## config.mk

```make
export PLATFORM = sky130hd
export DESIGN_NAME = timer_bank
export DESIGN_NICKNAME = d
export VERILOG_FILES = /design/src/rtl/tmr_pkg.sv /design/src/rtl/tmr_prescaler.sv /design/src/rtl/tmr_unit.sv /design/src/rtl/tmr_regif.sv /design/src/rtl/timer_bank.sv
export SDC_FILE = /design/constraint.sdc
export NUM_CORES = 1
export LEC_CHECK = 0
export BUFFER_PORTS_ARGS = -buffer_cell sky130_fd_sc_hd__buf_2
export CORE_MARGIN = 1.5
export CORE_UTILIZATION = 47
export CTS_BUF_LIST = sky130_fd_sc_hd__clkbuf_8
export CTS_CLUSTER_SIZE = 25
export DETAILED_ROUTE_END_ITERATION = 16
export PLACE_DENSITY_LB_ADDON = 0.05
export SYNTH_ARGS = -nofsm -noshare
export SYNTH_HDL_FRONTEND = slang
export SYNTH_SLANG_ARGS = --single-unit
```

## constraint.sdc

```tcl
create_clock -name clk -period 3.4 [get_ports clk]
set_input_delay 0.68 -clock clk [delete_from_list [all_inputs] [get_ports clk]]
set_output_delay 0.68 -clock clk [all_outputs]
set_load 0.005 [all_outputs]
```

## src/rtl/tmr_pkg.sv

```systemverilog
package tmr_pkg;
    localparam int CNT_W   = 16;
    localparam int NUM_PSC = 4;
    localparam int DIV_W   = 10;
    localparam int PSC_SHIFT [NUM_PSC] = '{0, 6, 8, 10};

    typedef struct packed {
        logic [9:0] pad_hi;
        logic [1:0] psc;
        logic       pad_lo;
        logic       irq_en;
        logic       casc;
        logic       en;
    } tmr_ctl_t;

    typedef enum logic [1:0] {
        SZ_BYTE = 2'd0,
        SZ_HALF = 2'd1,
        SZ_WORD = 2'd2,
        SZ_RSVD = 2'd3
    } acc_size_t;

    function automatic tmr_ctl_t ctl_clean(input logic [CNT_W-1:0] w);
        tmr_ctl_t c;
        c        = tmr_ctl_t'(w);
        c.pad_hi = '0;
        c.pad_lo = 1'b0;
        return c;
    endfunction
endpackage

```

## src/rtl/tmr_prescaler.sv

```systemverilog
module tmr_prescaler
    import tmr_pkg::*;
(
    input  logic               clk,
    input  logic               rst_n,
    output logic [NUM_PSC-1:0] tick_o
);
    logic [DIV_W-1:0] div_d, div_q;

    always_comb begin
        div_d = div_q + 1'b1;
    end

    always_ff @(posedge clk) begin
        if (!rst_n) div_q <= '0;
        else        div_q <= div_d;
    end

    for (genvar k = 0; k < NUM_PSC; k++) begin : g_tick
        if (PSC_SHIFT[k] == 0) begin : g_every
            assign tick_o[k] = 1'b1;
        end else begin : g_div
            assign tick_o[k] = &div_q[PSC_SHIFT[k]-1:0];
        end
    end


    div_fast_chk: assert property (@(posedge clk) disable iff (!rst_n)
        tick_o[NUM_PSC-1] |-> tick_o[1]);
endmodule

```

## src/rtl/tmr_unit.sv

```systemverilog
module tmr_unit
    import tmr_pkg::*;
#(
    parameter bit CAN_CASC = 1'b1
) (
    input  logic               clk,
    input  logic               rst_n,
    input  logic               wr_rel,
    input  logic               wr_ctl,
    input  logic [CNT_W-1:0]   rel_wdata,
    input  logic [CNT_W-1:0]   ctl_wdata,
    input  logic [NUM_PSC-1:0] tick_vec,
    input  logic               casc_in,
    output logic               ovf,
    output logic [CNT_W-1:0]   cnt_o,
    output tmr_ctl_t           ctl_o,
    output logic               ovf_o,
    output logic               irq_o
);
    typedef struct packed {
        logic [CNT_W-1:0] cnt;
        logic [CNT_W-1:0] rel;
        tmr_ctl_t         ctl;
        logic             ovf;
        logic             irq;
    } unit_st_t;

    unit_st_t s_d, s_q;
    logic     chained;
    logic     inc;

    always_comb begin
        s_d     = s_q;
        s_d.ctl = wr_ctl ? ctl_clean(ctl_wdata) : s_q.ctl;
        s_d.rel = wr_rel ? rel_wdata : s_q.rel;
        chained = CAN_CASC && s_q.ctl.casc;
        inc     = s_q.ctl.en && (chained ? casc_in : tick_vec[s_q.ctl.psc]);
        ovf     = inc && (s_q.cnt == {CNT_W{1'b1}});
        if (s_d.ctl.en && !s_q.ctl.en) begin
            s_d.cnt = s_d.rel;
        end else if (inc) begin
            if (ovf) s_d.cnt = chained ? '0 : s_d.rel;
            else     s_d.cnt = s_q.cnt + 1'b1;
        end
        s_d.ovf = ovf;
        s_d.irq = ovf && s_q.ctl.irq_en;
    end

    always_ff @(posedge clk) begin
        if (!rst_n) s_q <= '0;
        else        s_q <= s_d;
    end

    assign cnt_o = s_q.cnt;
    assign ctl_o = s_q.ctl;
    assign ovf_o = s_q.ovf;
    assign irq_o = s_q.irq;


    load_on_enable_chk: assert property (@(posedge clk) disable iff (!rst_n)
        $rose(s_q.ctl.en) |-> s_q.cnt == s_q.rel);


    hold_when_off_chk: assert property (@(posedge clk) disable iff (!rst_n)
        (!s_q.ctl.en && !$past(s_q.ctl.en)) |-> $stable(s_q.cnt));

    if (CAN_CASC) begin : g_casc_chk

        chain_idle_chk: assert property (@(posedge clk) disable iff (!rst_n)
            (s_q.ctl.en && s_q.ctl.casc && !casc_in) |=> $stable(s_q.cnt));
    end
endmodule

```

## src/rtl/tmr_regif.sv

```systemverilog
module tmr_regif
    import tmr_pkg::*;
#(
    parameter int NUM_TMR = 4,
    parameter int AW      = 4
) (
    input  logic                            sel,
    input  logic                            we,
    input  logic [1:0]                      size,
    input  logic [AW-1:0]                   addr,
    input  logic [31:0]                     wdata,
    input  logic [NUM_TMR-1:0][CNT_W-1:0]   cnt_all,
    input  logic [NUM_TMR-1:0][CNT_W-1:0]   ctl_all,
    output logic [NUM_TMR-1:0]              wr_rel,
    output logic [NUM_TMR-1:0]              wr_ctl,
    output logic [CNT_W-1:0]                rel_wdata,
    output logic [CNT_W-1:0]                ctl_wdata,
    output logic [31:0]                     rdata
);
    localparam int SW = AW - 2;

    logic [SW-1:0] slot;
    logic          hit;

    always_comb begin
        wr_rel    = '0;
        wr_ctl    = '0;
        rel_wdata = wdata[CNT_W-1:0];
        ctl_wdata = wdata[CNT_W-1:0];
        rdata     = '0;
        slot      = addr[AW-1:2];
        hit       = sel && (int'(slot) < NUM_TMR);
        if (hit) begin
            case (acc_size_t'(size))
                SZ_HALF: if (!addr[0]) begin
                    if (we) begin
                        if (addr[1]) wr_ctl[slot] = 1'b1;
                        else         wr_rel[slot] = 1'b1;
                    end else begin
                        rdata = {16'h0, addr[1] ? ctl_all[slot] : cnt_all[slot]};
                    end
                end
                SZ_WORD: if (addr[1:0] == 2'b00) begin
                    if (we) begin
                        wr_rel[slot] = 1'b1;
                        wr_ctl[slot] = 1'b1;
                        ctl_wdata    = wdata[31:16];
                    end else begin
                        rdata = {ctl_all[slot], cnt_all[slot]};
                    end
                end
                default: ;
            endcase
        end
    end
endmodule

```

## src/rtl/timer_bank.sv

```systemverilog
module timer_bank
    import tmr_pkg::*;
#(
    parameter  int NUM_TMR = 4,
    localparam int AW      = $clog2(NUM_TMR * 4)
) (
    input  logic               clk,
    input  logic               rst_n,
    input  logic               reg_sel,
    input  logic               reg_we,
    input  logic [1:0]         reg_size,
    input  logic [AW-1:0]      reg_addr,
    input  logic [31:0]        reg_wdata,
    output logic [31:0]        reg_rdata,
    output logic [NUM_TMR-1:0] ovf_o,
    output logic [NUM_TMR-1:0] irq_o
);
    logic [NUM_PSC-1:0]            tick;
    logic [NUM_TMR-1:0]            wr_rel, wr_ctl;
    logic [CNT_W-1:0]              rel_wdata, ctl_wdata;
    logic [NUM_TMR-1:0][CNT_W-1:0] cnt_all, ctl_all;
    logic                          ovf_c [NUM_TMR];

    tmr_prescaler u_psc (
        .clk    (clk),
        .rst_n  (rst_n),
        .tick_o (tick)
    );

    tmr_regif #(.NUM_TMR(NUM_TMR), .AW(AW)) u_regif (
        .sel       (reg_sel),
        .we        (reg_we),
        .size      (reg_size),
        .addr      (reg_addr),
        .wdata     (reg_wdata),
        .cnt_all   (cnt_all),
        .ctl_all   (ctl_all),
        .wr_rel    (wr_rel),
        .wr_ctl    (wr_ctl),
        .rel_wdata (rel_wdata),
        .ctl_wdata (ctl_wdata),
        .rdata     (reg_rdata)
    );

    for (genvar i = 0; i < NUM_TMR; i++) begin : g_unit
        logic     casc_src;
        tmr_ctl_t ctl_s;
        if (i == 0) begin : g_head
            assign casc_src = 1'b0;
        end else begin : g_link
            assign casc_src = ovf_c[i-1];
        end
        tmr_unit #(.CAN_CASC(i != 0)) u_tmr (
            .clk       (clk),
            .rst_n     (rst_n),
            .wr_rel    (wr_rel[i]),
            .wr_ctl    (wr_ctl[i]),
            .rel_wdata (rel_wdata),
            .ctl_wdata (ctl_wdata),
            .tick_vec  (tick),
            .casc_in   (casc_src),
            .ovf       (ovf_c[i]),
            .cnt_o     (cnt_all[i]),
            .ctl_o     (ctl_s),
            .ovf_o     (ovf_o[i]),
            .irq_o     (irq_o[i])
        );
        assign ctl_all[i] = ctl_s;
    end


    irq_implies_ovf_chk: assert property (@(posedge clk) disable iff (!rst_n)
        (irq_o & ~ovf_o) == '0);


    byte_read_zero_chk: assert property (@(posedge clk) disable iff (!rst_n)
        (reg_sel && !reg_we && reg_size == SZ_BYTE) |-> reg_rdata == 32'h0);
endmodule

```

== Word level (Yosys, flattened, before mapping) ==
Index checks and enable logic that the tools add are counted.

* Muxes and demuxes: 63
* Reductions and logical operators: 29
* Equality and inequality tests: 6
* $lt $le $gt $ge: 6
* $add $sub $neg: 5

{| class="wikitable"
|+ Operator list
! kind !! number
|-
| $mux 16 || 23
|-
| $mux 32 || 4
|-
| $add 16x1->16 const B || 4
|-
| $bmux 16 s2 || 2
|-
| $eq 16x16->1 const B || 4
|-
| $pmux 32 s2 || 1
|-
| $mux 4 || 10
|-
| $mux 6 || 4
|-
| $logic_and 1x1->1 || 17
|-
| $pmux 4 s2 || 2
|-
| $lt 2x3->1 const B || 5
|-
| $mux 1 || 12
|-
| $add 10x1->10 const B || 1
|-
| $reduce_and 10->1 || 1
|-
| $bmux 1 s2 || 4
|-
| $reduce_and 8->1 || 1
|-
| $reduce_bool 2->1 || 4
|-
| $reduce_and 6->1 || 1
|-
| $logic_not 1->1 || 4
|-
| $demux 1 s2 || 1
|-
| $eq 2x1->1 const B || 1
|-
| $eq 2x2->1 const B || 1
|-
| $ge 2x1->1 const B || 1
|-
| $logic_not 2->1 || 1
|}

* Word-level logic and storage cells: 142
* Output and inout port bits: 40
* Input bits: 42
* Flip-flop bits (word level): 166

== Logic depth before layout (Yosys ltp) ==
* Depth after elaboration: 17
* Mapped depth: 11
* Mapped depth without buffers: 9

== Hierarchy ==
A second synthesis with hierarchy kept.

* Cell total of the unflattened synthesis: 1239
* Area, all modules: 10979.3 um2

{| class="wikitable"
|+ By module, submodules not included
! module !! cells an instance !! times used !! seq. area each (um2) !! area an instance (um2)
|-
| tmr_unit (g_unit[1].u_tmr ...) || 249 || 3 || 780.7 || 2188.3
|-
| tmr_unit (g_unit[0].u_tmr) || 227 || 1 || 780.7 || 2037.0
|-
| tmr_regif || 215 || 1 || 0.0 || 1930.6
|-
| tmr_prescaler || 49 || 1 || 200.2 || 442.9
|-
| timer_bank || 1 || 1 || 0.0 || 3.8
|}

== Worst setup path after synthesis ==
OpenSTA, ideal clock, no wires.

* Path kind: input-to-reg
* Start point: input reg_size[0]
* End point: register g_unit[3].u_tmr.s_q (netlist bit g_unit[3].u_tmr.cnt_o[10])
* Path slack: 0.500 ns
* Data arrival time: 2.784 ns
* Required time: 3.284 ns
* Buffers on the path: 0
* Library setup time: 0.116 ns
* Cell stages on the path: 8
* Cell sequence: inv_1 -> ha_1 -> nand4bb_1 -> nor3_2 -> mux2i_1 -> nor2_1 -> or4_1 -> a41o_1

* Cells in the longest elaborated chain, start to end: 8
* Elaborated cells on any way between the ends: 16
* Those cells by class: eq/ne (2); mux (12); reduce/logical (2)

{| class="wikitable"
|+ RTL lines
! item !! RTL line !! RTL
|-
| start, declared || timer_bank.sv:11 || <nowiki>input logic [1:0] reg_size,</nowiki>
|-
| $eq 2x2->1 / $eq 2x1->1 (equally long branches) || tmr_regif.sv:34 || <nowiki>case (acc_size_t'(size))</nowiki>
|-
| $pmux 4 s2 || tmr_regif.sv:34 ||
|-
| $mux 4 || tmr_regif.sv:33 || <nowiki>if (hit) begin</nowiki>
|-
| $mux 16 || tmr_unit.sv:35 || <nowiki>s_d.rel = wr_rel ? rel_wdata : s_q.rel;</nowiki>
|-
| $mux 16 (2 in a row) || tmr_unit.sv:42 || <nowiki>if (ovf) s_d.cnt = chained ? '0 : s_d.rel;</nowiki>
|-
| $mux 16 || tmr_unit.sv:41 || <nowiki>end else if (inc) begin</nowiki>
|-
| $mux 16 || tmr_unit.sv:39 || <nowiki>if (s_d.ctl.en && !s_q.ctl.en) begin</nowiki>
|-
| end signal, assigned || tmr_unit.sv:50 || <nowiki>if (!rst_n) s_q <= '0;</nowiki>
|-
| end signal, assigned || tmr_unit.sv:51 || <nowiki>else s_q <= s_d;</nowiki>
|-
| end, declared || tmr_unit.sv:28 || <nowiki>unit_st_t s_d, s_q;</nowiki>
|}

Several ways; a longest one is shown, not always the timed one. The select of a mux whose other input is x is not followed.
A chain may end at the register's enable or synchronous reset.

== Worst setup path in the final report ==
* Start point: register g_unit[1].u_tmr.s_q (netlist bit g_unit[1].u_tmr.cnt_o[1])
* End point: register g_unit[3].u_tmr.s_q (netlist bit g_unit[3].u_tmr.cnt_o[10])

* Cells in the longest elaborated chain, start to end: 11
* Elaborated cells on any way between the ends: 12
* Those cells by class: eq/ne (1); mux (5); reduce/logical (6)

{| class="wikitable"
|+ RTL lines
! item !! RTL line !! RTL
|-
| start, declared || tmr_unit.sv:28 ||
|-
| start signal, assigned || tmr_unit.sv:50 ||
|-
| start signal, assigned || tmr_unit.sv:51 ||
|-
| $eq 16x16->1 (*) || tmr_unit.sv:38 || <nowiki>ovf = inc && (s_q.cnt == {CNT_W{1'b1}});</nowiki>
|-
| $logic_and 1x1->1 (*) || tmr_unit.sv:38 ||
|-
| $mux 1 (*) || tmr_unit.sv:37 || <nowiki>inc = s_q.ctl.en && (chained ? casc_in : tick_vec[s_q.ctl.psc]);</nowiki>
|-
| $logic_and 1x1->1 (*) || tmr_unit.sv:37 ||
|-
| $logic_and 1x1->1 (*) || tmr_unit.sv:38 ||
|-
| $mux 1 (*) || tmr_unit.sv:37 ||
|-
| $logic_and 1x1->1 (*) || tmr_unit.sv:37 ||
|-
| $logic_and 1x1->1 || tmr_unit.sv:38 ||
|-
| $mux 16 || tmr_unit.sv:42 ||
|-
| $mux 16 || tmr_unit.sv:41 ||
|-
| $mux 16 || tmr_unit.sv:39 ||
|}

Every way passes the cells marked *; elsewhere a longest branch is shown, timed or not. The select of a mux whose other input is x is not followed.

==> results.sh <==
export IMPL_outcome="completed"
export IMPL_hold_buffers=0
export IMPL_worstPathRequired_ps=3760
export IMPL_met1_usage=0.427
export IMPL_ys_top_cells_by_count="174 x nor2_1, 166 x dfxtp_1, 69 x mux2i_1"
export IMPL_finalCritPeriodShare=0.927
export IMPL_io_pin_count=82
export IMPL_dieArea_mm2=0.0199
export IMPL_drc=0
export IMPL_combinationalPowerShare=0.052
export IMPL_rsz0062_at_grt="false"
export IMPL_ff2ff_path_depth=8
export IMPL_vias=8173
export IMPL_netlist_area_mm2=0.00897
export IMPL_root_buffer="clkbuf_8"
export IMPL_synth_flop_cell="dfxtp_1"
export IMPL_num_nets_final=1136
export IMPL_hold_path_depth=1
export IMPL_numPortBuffers=59
export IMPL_synth_edf_count=0
export IMPL_r2r_end="g_unit[3].u_tmr.cnt_o[10]"
export IMPL_drt_total_wl_um=29000
export IMPL_relSlewSlack=0.389
export IMPL_holdPathEnd="u_psc.div_q[0]"
export IMPL_die_h_um=141
export IMPL_gp_congestion=0.905
export IMPL_async_flop_share=0
export IMPL_core_area_mm2=0.0187
export IMPL_tns_ps=0
export IMPL_antenna_cells=0
export IMPL_grtUsageTotal=0.297
export IMPL_grt_use_met3=0.0540
export IMPL_swShare=0.251
export IMPL_worstMarginPinSlew_ps=916
export IMPL_syn_inst=1034
export IMPL_p_leak_nw=3.83
export IMPL_wl_per_cell_um=21.7
export IMPL_p_int_mw=2.77
export IMPL_yosysUniqueCellTypes=77
export IMPL_p_per_area_mw_per_mm2=369
export IMPL_cts_path_max_buffers=2
export IMPL_synth_top_area_frac=0.370
export IMPL_fmax_mhz=317
export IMPL_ys_ff_latch=166
export IMPL_cts_buffers=17
export IMPL_antenna_found_initial=0
export IMPL_crit_fanout=8
export IMPL_drv_cap=0
export IMPL_drive_above_1_share=0.165
export IMPL_grt_pass1_vias=7309
export IMPL_grt_pass1_wl_um=44300
export IMPL_num_rows=50
export IMPL_yosysWarnings=0
export IMPL_vias_per_cell=6.13
export IMPL_setup_viol=0
export IMPL_ir_drop_mv=0.263
export IMPL_htreeDepth=4
export IMPL_cp_slowest_cell="dfxtp_1"
export IMPL_die_w_um=141
export IMPL_dpl_cell_area_mm2=0.00960
export IMPL_yosys_top_cells_area="dfxtp_1 37%, mux2i_1 7.7%, nor2_1 7.3%"
export IMPL_yosysSeqAreaShare=0.370
export IMPL_cts_sinks=166
export IMPL_post_cts_setup_buffer_count=0
export IMPL_cp_cell_sequence="ha_1 -> nand3_2 -> nor4_4 -> and3_1 -> nor4b_2 -> o21ai_2 -> or4_1 -> a41o_1"
export IMPL_p_sw_mw=0.929
export IMPL_cp_end_kind="flop"
export IMPL_grt_met2_usage=0.450
export IMPL_seq_power_share=0.530
export IMPL_design_area_mm2=0.0100
export IMPL_synth_most_common_cell="nor2_1"
export IMPL_detail_route_antenna_nets=0
export IMPL_dr_pass1_iters=5
export IMPL_hold_path_class="flop to flop"
export IMPL_clk_latency_ps=470
export IMPL_layout_min_cycle_time_ps=3150
export IMPL_busiest_layer="met2"
export IMPL_drv_slew=0
export IMPL_grt_max_degree=78
export IMPL_rrSetupSlack_ps=250
export IMPL_clk_pin_slew_ps=90
export IMPL_finalHoldViolCount=0
export IMPL_syn_avg_cell_area_um2=8.68
export IMPL_critPathLaunchType="flop"
export IMPL_worstReg2RegStart="g_unit[1].u_tmr.cnt_o[1]"
export IMPL_clkPwrFrac=0.419
export IMPL_hp_start="u_psc.div_q[0]"
export IMPL_worstSetupPathType="flop to flop"
export IMPL_syn2layout_area_growth_pct=11.7
export IMPL_clock_skew_ps=15.2
export IMPL_synth_area_leader_cell="dfxtp_1"
export IMPL_arrival_ps=3510
export IMPL_cts_repair_resized=0
export IMPL_dr_first_iter_drc_count=690
export IMPL_gr_total_overflow=0
export IMPL_cts_tree="built"
export IMPL_start_util=0.480
export IMPL_critical_path_max_stage_delay_ps=560
export IMPL_dp_hpwl_um=20400
## layout by cell type (no fill, tap or decap), drive strengths merged, types with 8 or more instances in the layout
master | Yosys | layout
nor2 | 174 | 174
dfxtp | 166 | 166
buf | 43 | 106
mux2i | 69 | 69
a21oi | 52 | 52
o21ai | 52 | 52
nand3 | 47 | 47
nand2 | 44 | 44
and3 | 33 | 33
o22a | 27 | 27
a211oi | 22 | 22
mux4 | 21 | 21
inv | 17 | 20
clkbuf | 39 | 19
o22ai | 19 | 19
nor3 | 18 | 18
nand4 | 16 | 16
a22oi | 14 | 14
and2 | 13 | 13
or3 | 12 | 12
conb | 1 | 11
o32ai | 10 | 10
nor4 | 10 | 10
xor2 | 9 | 9
o21a | 9 | 9
a221oi | 8 | 8
## layer usage
metal,part of all wire,vias to the layer above
met4,0.025,0
met1,0.47,3923
met2,0.44,302
met3,0.067,41
li1,-,3907
met5,0,-
## layout make-up
class | instances | area [um2]
inverter | 17 | 66.3
tap | 234 | 293
timing repair buffer | 106 | 686
fill | 1759 | 8680
clock buffer | 19 | 262
multi-input combinational | 779 | 5240
clock inverter | 13 | 156
sequential | 166 | 3320
## worst max-delay path, delay by kind of cell (launching register included)
family,cells,cell delay (ps)
compound gates,2,430
fa+ha+maj,1,300
flops,1,560
simple gates,5,1750
## stage by stage
step	hold WS (ps)	util	power (mW)	instances	setup slack [ps]
floorplan	426	-	2.11	1044	500
global placement	449	0.513	2.19	1302	232
detailed placement	466	0.513	2.19	1302	180
CTS	488	0.536	3.72	1334	303
global route	522	0.536	3.81	1334	192
finish	491	0.536	3.70	1334	249
## worst max-delay path by stage
stage / endpoint / slack, ps / startpoint / cells after the start
floorplan: g_unit[3].u_tmr.cnt_o[10] / 500 / reg_size[0] / 8
global route: g_unit[3].u_tmr.cnt_o[10] / 190 / g_unit[1].u_tmr.cnt_o[1] / 8
detailed placement: g_unit[3].u_tmr.cnt_o[5] / 180 / reg_size[0] / 11
finish: g_unit[3].u_tmr.cnt_o[10] / 250 / g_unit[1].u_tmr.cnt_o[1] / 8
CTS: g_unit[3].u_tmr.cnt_o[10] / 300 / g_unit[1].u_tmr.cnt_o[1] / 8
global placement: g_unit[0].u_tmr.cnt_o[1] / 230 / reg_size[0] / 11
## power by group through the flow
stage	sequential, mW	clock [mW]	combinational, mW
global placement	2.00	0	0.188
CTS	1.96	1.57	0.188
finish	1.96	1.55	0.191
detailed placement	2.00	0	0.188
global route	1.96	1.65	0.201
floorplan	2.00	0	0.106
## logic make-up (layout without fill, tap and decap cells)
logic type	Yosys count	count (layout)	share of synthesized area
fa+ha+maj	7	7	0.00976
other cells	1	11	0.000418
xor+xnor	15	15	0.0146
flops	166	166	0.370
mux	90	90	0.130
compound gates	262	262	0.204
simple gates	394	394	0.219
buf+inv	99	155	0.0524
## flip-flops by register name, indices dropped and copies added (netlist names)
register              flops
g_unit.u_tmr.chained      3
g_unit.u_tmr.cnt_o       64
g_unit.u_tmr.ctl_o       17
g_unit.u_tmr.irq_o        4
g_unit.u_tmr.ovf_o        4
g_unit.u_tmr.s_q         64
u_psc.div_q              10
Power figures use the tool's default switching activity.
